## config.mk

```make
export PLATFORM = sky130hd
export DESIGN_NAME = dual_expiry_wdog
export DESIGN_NICKNAME = d
export VERILOG_FILES = /design/src/rtl/wdog_pkg.sv /design/src/rtl/wdog_regs.sv /design/src/rtl/wdog_count.sv /design/src/rtl/dual_expiry_wdog.sv
export SDC_FILE = /design/constraint.sdc
export NUM_CORES = 1
export LEC_CHECK = 0
export BUFFER_PORTS_ARGS = -buffer_cell sky130_fd_sc_hd__buf_2
export CAP_MARGIN = 5
export CELL_PAD_IN_SITES_DETAIL_PLACEMENT = 0
export CELL_PAD_IN_SITES_GLOBAL_PLACEMENT = 1
export CORE_MARGIN = 1
export CORE_UTILIZATION = 41
export CTS_CLUSTER_DIAMETER = 120
export DETAILED_ROUTE_END_ITERATION = 8
export PLACE_DENSITY = 0.85
export SYNTH_ARGS = -nofsm -noshare
export SYNTH_HDL_FRONTEND = slang
export SYNTH_SLANG_ARGS = --single-unit
```

## constraint.sdc

```tcl
create_clock -name clk -period 2.65 [get_ports clk]
set_input_delay 0.1325 -clock clk [delete_from_list [all_inputs] [get_ports clk]]
set_output_delay 0.1325 -clock clk [all_outputs]
set_load 0.05 [all_outputs]
```

## src/rtl/wdog_pkg.sv

```systemverilog
package wdog_pkg;
  localparam int unsigned WD_DATA_W = 32;
  localparam int unsigned WD_ADDR_W = 12;
  localparam logic [WD_ADDR_W-1:0] OFS_LOAD  = 12'h000;
  localparam logic [WD_ADDR_W-1:0] OFS_COUNT = 12'h004;
  localparam logic [WD_ADDR_W-1:0] OFS_CTRL  = 12'h008;
  localparam logic [WD_ADDR_W-1:0] OFS_CLR   = 12'h00C;
  localparam logic [WD_ADDR_W-1:0] OFS_RAW   = 12'h010;
  localparam logic [WD_ADDR_W-1:0] OFS_MASK  = 12'h014;
  localparam logic [WD_ADDR_W-1:0] OFS_LOCK  = 12'hC00;
  localparam logic [WD_DATA_W-1:0] UNLOCK_KEY = 32'h1ACC_E551;

  // Strobes from the register side to the counting side
  typedef struct packed {
    logic reload;
    logic clrIrq;
  } wdStrobe_t;
endpackage

```

## src/rtl/wdog_regs.sv

```systemverilog
module wdog_regs
  import wdog_pkg::*;
#(
  parameter int unsigned DATA_W = WD_DATA_W,
  parameter int unsigned ADDR_W = WD_ADDR_W
) (
  input  logic              clk,
  input  logic              rstN,
  input  logic [ADDR_W-1:0] busAddr,
  input  logic              busWrEn,
  input  logic [DATA_W-1:0] busWrData,
  output logic [DATA_W-1:0] busRdData,
  input  logic [DATA_W-1:0] cntVal,
  input  logic              rawIrq,
  output wdStrobe_t         strb,
  output logic [DATA_W-1:0] loadNext,
  output logic              enCnt,
  output logic              enRst
);
  localparam logic [DATA_W-1:0] ALL_ONES = '1;
  localparam logic [DATA_W-1:0] ONE_VAL  = DATA_W'(1);

  logic [DATA_W-1:0] loadReg;
  logic [1:0]        ctrlReg;
  logic              locked;
  logic              wrOpen;
  logic [DATA_W-1:0] clampedWr;

  assign wrOpen    = busWrEn && !locked;
  assign clampedWr = (busWrData == '0) ? ONE_VAL : busWrData;

  always_comb begin
    strb.reload = wrOpen && (busAddr == OFS_LOAD);
    strb.clrIrq = wrOpen && (busAddr == OFS_CLR);
    loadNext    = strb.reload ? clampedWr : loadReg;
  end

  assign enCnt = ctrlReg[0];
  assign enRst = ctrlReg[1];

  always_ff @(posedge clk) begin
    if (!rstN) begin
      loadReg <= ALL_ONES;
      ctrlReg <= 2'b00;
      locked  <= 1'b1;
    end else begin
      if (busWrEn && busAddr == OFS_LOCK) locked <= (busWrData != UNLOCK_KEY);
      if (strb.reload) loadReg <= clampedWr;
      if (wrOpen && busAddr == OFS_CTRL) ctrlReg <= busWrData[1:0];
    end
  end

  always_comb begin
    busRdData = '0;
    case (busAddr)
      OFS_LOAD:  busRdData = loadReg;
      OFS_COUNT: busRdData = cntVal;
      OFS_CTRL:  busRdData[1:0] = ctrlReg;
      OFS_RAW:   busRdData[0] = rawIrq;
      OFS_MASK:  busRdData[0] = rawIrq & ctrlReg[0];
      OFS_LOCK:  busRdData[0] = locked;
      default:   busRdData = '0;
    endcase
  end


  locked_load_hold_chk: assert property (@(posedge clk) disable iff (!rstN)
    (locked && !(busWrEn && busAddr == OFS_LOCK)) |=> ($stable(loadReg) && $stable(ctrlReg)));

  load_nonzero_chk: assert property (@(posedge clk) disable iff (!rstN)
    loadReg != '0);
endmodule

```

## src/rtl/wdog_count.sv

```systemverilog
module wdog_count
  import wdog_pkg::*;
#(
  parameter int unsigned DATA_W = WD_DATA_W
) (
  input  logic              clk,
  input  logic              rstN,
  input  wdStrobe_t         strb,
  input  logic [DATA_W-1:0] loadNext,
  input  logic              enCnt,
  input  logic              enRst,
  output logic [DATA_W-1:0] cntVal,
  output logic              rawIrq,
  output logic              rstPulse
);
  localparam logic [DATA_W-1:0] ALL_ONES = '1;

  logic expire;
  assign expire = enCnt && !strb.reload && (cntVal == '0);

  always_ff @(posedge clk) begin
    if (!rstN) begin
      cntVal   <= ALL_ONES;
      rawIrq   <= 1'b0;
      rstPulse <= 1'b0;
    end else begin
      if (strb.reload)            cntVal <= loadNext;
      else if (expire)            cntVal <= loadNext;
      else if (enCnt)             cntVal <= cntVal - 1'b1;
      if (expire)                 rawIrq <= 1'b1;
      else if (strb.clrIrq)       rawIrq <= 1'b0;
      rstPulse <= expire && rawIrq && enRst && !strb.clrIrq;
    end
  end


  hold_when_off_chk: assert property (@(posedge clk) disable iff (!rstN)
    (!enCnt && !strb.reload) |=> $stable(cntVal));

  rst_needs_pending_chk: assert property (@(posedge clk) disable iff (!rstN)
    rstPulse |-> $past(rawIrq));

  rst_needs_enable_chk: assert property (@(posedge clk) disable iff (!rstN)
    rstPulse |-> $past(enRst));

  rst_one_cycle_chk: assert property (@(posedge clk) disable iff (!rstN)
    rstPulse |=> !rstPulse);
endmodule

```

## src/rtl/dual_expiry_wdog.sv

```systemverilog
module dual_expiry_wdog
  import wdog_pkg::*;
(
  input  logic                 clk,
  input  logic                 rstN,
  input  logic [WD_ADDR_W-1:0] busAddr,
  input  logic                 busWrEn,
  input  logic [WD_DATA_W-1:0] busWrData,
  output logic [WD_DATA_W-1:0] busRdData,
  output logic                 irqOut,
  output logic                 sysRstOut
);
  wdStrobe_t            strb;
  logic [WD_DATA_W-1:0] loadNext;
  logic [WD_DATA_W-1:0] cntVal;
  logic                 enCnt, enRst, rawIrq;

  wdog_regs #(.DATA_W(WD_DATA_W), .ADDR_W(WD_ADDR_W)) u_regs (
    .clk(clk), .rstN(rstN), .busAddr(busAddr), .busWrEn(busWrEn),
    .busWrData(busWrData), .busRdData(busRdData), .cntVal(cntVal),
    .rawIrq(rawIrq), .strb(strb), .loadNext(loadNext),
    .enCnt(enCnt), .enRst(enRst));

  wdog_count #(.DATA_W(WD_DATA_W)) u_count (
    .clk(clk), .rstN(rstN), .strb(strb), .loadNext(loadNext),
    .enCnt(enCnt), .enRst(enRst), .cntVal(cntVal), .rawIrq(rawIrq),
    .rstPulse(sysRstOut));

  assign irqOut = rawIrq & enCnt;
endmodule

```

==> results.py <==
metrics = {
    "yosys": {
        "synth_adder_area_share_pct": 0.297,
        "syn_inst": 528,
        "yosys.area.top_type": "dfxtp_1",
        "synth-seq-area-share_pct": 32.8,
        "syn_area_per_cell_sq_um": 7.97,
        "yosysTopAreaCellShare_pct": 32.8,
        "ys_ff_latch": 69,
        "synth_xor_area_share_pct": 1.87,
        "ys_top_cells_by_area": "dfxtp_1 33%, nand2_1 6.4%, a22o_1 6.0%",
        "synth_top_cells_by_count": "72 x nand2_1, 69 x dfxtp_1, 29 x a22o_1, 29 x nor3_1, 28 x clkbuf_1",
        "syn-cell-area_sq_um": 4210,
        "synth.net_count": 576,
        "ys_types": 63,
        "ys.warnings.count": 0,
        "yosysMostFrequentCell": "nand2_1",
        "synthMuxAreaShare_pct": 2.88,
        "synthSimpleGateAreaFrac_pct": 28.5,
        "async_reset_ff_share_pct": 0,
        "synth-compound-area-share_pct": 27.9,
        "ys.flop_type": "dfxtp_1",
        "synth_top_family_by_area": "simple AND/OR/NAND/NOR gates",
        "synth_edf_count": 0,
    },
    "grt": {
        "grt.total_usage_pct": 29.2,
        "grt_max_degree": 36,
        "grt_pass1_vias": 4291,
        "overflow": 0,
        "antenna_found_initial": 0,
        "grt_pass1_wl_um": 23400,
    },
    "sta": {
        "fmaxAchievable_ghz": 0.402,
        "hold_violations": 0,
        "fin_setup_tns_ns": 0,
        "rsz0062_at_grt": "false",
        "fin_skew_ns": 0.0120,
        "fin_crit_ns": 2.49,
        "setup_viol": 0,
        "period_share_pct": 93.8,
        "worst_pin_slew_ns": 0.585,
        "slew_viol_final": 0,
        "slew_headroom_pct": 60.9,
    },
    "placed_design": {
        "dp.cells": 732,
        "place_congestion": 0.936,
        "dp_hpwl_um": 10900,
        "io_buffers": 80,
    },
    "clock_tree": {
        "clock_latency_ns": 0.35,
        "clock_sinks": 69,
        "cts_resized": 0,
        "clkTransAtPathRegs_ns": 0.07,
        "numCtsBuffers": 9,
        "h-tree-depth": 3,
        "cts_setup_buffers": 0,
        "clock_path_buffers": 2,
        "ctsHoldBuffers": 0,
        "cts_root_buffer": "clkbuf_8",
        "cts_tree": "yes",
    },
    "critical_path": {
        "path_cells": "buf_2 > or4_1 > or4_1 > nor3b_2 > buf_12 > a22o_1 > buf_2",
        "cp.arrival_ns": 2.35,
        "end_kind": "output pin",
        "rr_startpoint": "u_count.cntVal[0]",
        "r2r_cells": 5,
        "crit_buf_inv": 3,
        "cpMaxStageDelayCell": "or4_1",
        "timing.rr.end": "u_count.cntVal[21]",
        "crit_required_ns": 2.52,
        "cp.depth": 7,
        "r2r_slack_ns": 0.20,
        "crit_start": "busAddr[9]",
        "cp_top_family": "simple AND/OR/NAND/NOR gates",
        "max_stage_delay_ns": 0.57,
        "path_class": "input pin to output pin",
        "crit_end": "busRdData[15]",
        "cp-start-kind": "input pin",
        "path_max_fanout": 30,
    },
    "layout": {
        "layout.nets": 658,
        "seqCellArea_sq_um": 1380,
        "fin_cells": 747,
        "n_antenna_cell": 0,
        "multiInputGateArea_sq_um": 2620,
        "area_growth_pct": 20.7,
        "drive_above_1_share_pct": 23.5,
        "n_fill_cell": 959,
    },
    "routing": {
        "drc": 0,
        "avgRoutedWirePerCell_um": 20.2,
        "routed_via_density": 6.29,
        "postRouteAntennaNets": 0,
        "firstDrtPassIters": 5,
        "via_count": 4702,
        "wl_um": 15100,
        "drtIter0Drc": 439,
    },
    "hold_path": {
        "hp-class": "input pin to flip-flop",
    },
    "floorplanning": {
        "die_h_um": 103,
        "die_area_sq_um": 10700,
        "fp.coreArea_sq_um": 9860,
        "die_x_um": 103,
        "start_util_pct": 42.7,
        "rows": 36,
        "io_pins": 81,
    },
    "power_and_ir_drop": {
        "power_leakage_nw": 2.14,
        "irDropWorstVdd_mv": 0.257,
        "power.density_nw_per_um2": 395,
    },
    "outcome": {
        "status": "complete, no violations",
    },
    "run": {
        "drv_cap": 0,
    },
}
## power by group
| part | internal (mW) | switching [mW] | total [mW] |
|---|---|---|---|
| clock | 0.425 | 0.419 | 0.844 |
| sequential | 1.04 | 0.00000319 | 1.04 |
| combinational | 0.0473 | 0.0771 | 0.124 |
## worst min-delay path by stage
| stage | startpoint | endpoint | slack [ns] | cells after the start |
|---|---|---|---|---|
| detailed placement | busWrData[31] | u_regs.loadReg[31] | 0.39 | 3 |
| finish | busWrData[31] | u_regs.loadReg[31] | 0.04 | 3 |
| global placement | busWrData[3] | u_regs.loadReg[3] | 0.37 | 3 |
| floorplan | busWrData[31] | u_regs.loadReg[31] | 0.25 | 2 |
| CTS | busWrData[31] | u_regs.loadReg[31] | 0.03 | 3 |
| global route | busWrData[3] | u_regs.loadReg[3] | 0.04 | 3 |
## placed cells by master (no fill, tap or decap), types with 4 or more instances in the layout
cell type | netlist | final
a31oi_1 | 5 | 5
nand4_1 | 14 | 14
nor4_1 | 23 | 23
or4_1 | 15 | 15
buf_4 | 1 | 30
a22o_1 | 29 | 29
xor2_1 | 6 | 6
o211ai_1 | 17 | 17
nand2_1 | 72 | 72
a21o_1 | 18 | 18
a41oi_1 | 5 | 4
mux2i_1 | 11 | 11
dfxtp_1 | 69 | 69
and4_1 | 5 | 5
buf_2 | 10 | 80
clkbuf_8 | 0 | 9
nor2_1 | 20 | 20
nand3_1 | 16 | 16
nor3_1 | 29 | 28
inv_1 | 11 | 11
o21ai_0 | 19 | 19
a21oi_1 | 26 | 26
o31a_1 | 5 | 5
a211o_1 | 7 | 7
## area by class of cell
cell class                 count  area share, %
tap                          133           3.28
timing repair buffer         113           13.5
clock inverter                 5           1.03
clock buffer                  10           2.51
multi-input combinational    405           51.6
inverter                      12          0.887
sequential                    69           27.2
## worst min-delay path, cell delays in order
cell and delay [ns]:
buf_2 0.11, a21oi_1 0.06, nand2_1 0.05
## sequential cells by signal (all words and copies together), names as in the netlist
name and count:
u_regs.ctrlReg 2, u_regs.loadReg 32, u_regs.locked 1, u_count.rstPulse 1
u_count.rawIrq 1, u_count.cntVal 32
## cells by family after synthesis
group | after synthesis
XOR/XNOR | 9
buffers and inverters | 54
multiplexers | 12
AND/OR/NAND/NOR | 223
AO/OA/AOI/OAI | 160
flip-flops | 69
adder cells (fa/ha/maj) | 1
## routing by layer
metal | up-vias | GRT usage [%] | part of all wire [%]
met4 | 0 | 11.7 | 2.8
li1 | 2206 | - | -
met2 | 260 | 44.4 | 43
met5 | - | 0 | 0
met1 | 2200 | 42.3 | 46
met3 | 36 | 2.96 | 8.4
## through the flow
step	hold WS (ns)	total power [mW]	area [sq um]	setup WS (ns)	util [%]
6_report	0.0393	2.00	5080	0.163	51.5
5_1_grt	0.0417	2.07	5080	0.0959	51.5
4_1_cts	0.0305	2.00	5080	0.176	51.5
3_5_place_dp	0.386	1.18	4900	0.188	49.7
3_3_place_gp	0.370	1.18	4900	0.196	49.7
2_1_floorplan	0.246	1.10	4210	0.107	-
Note: power is estimated with default switching activity, not from simulation.
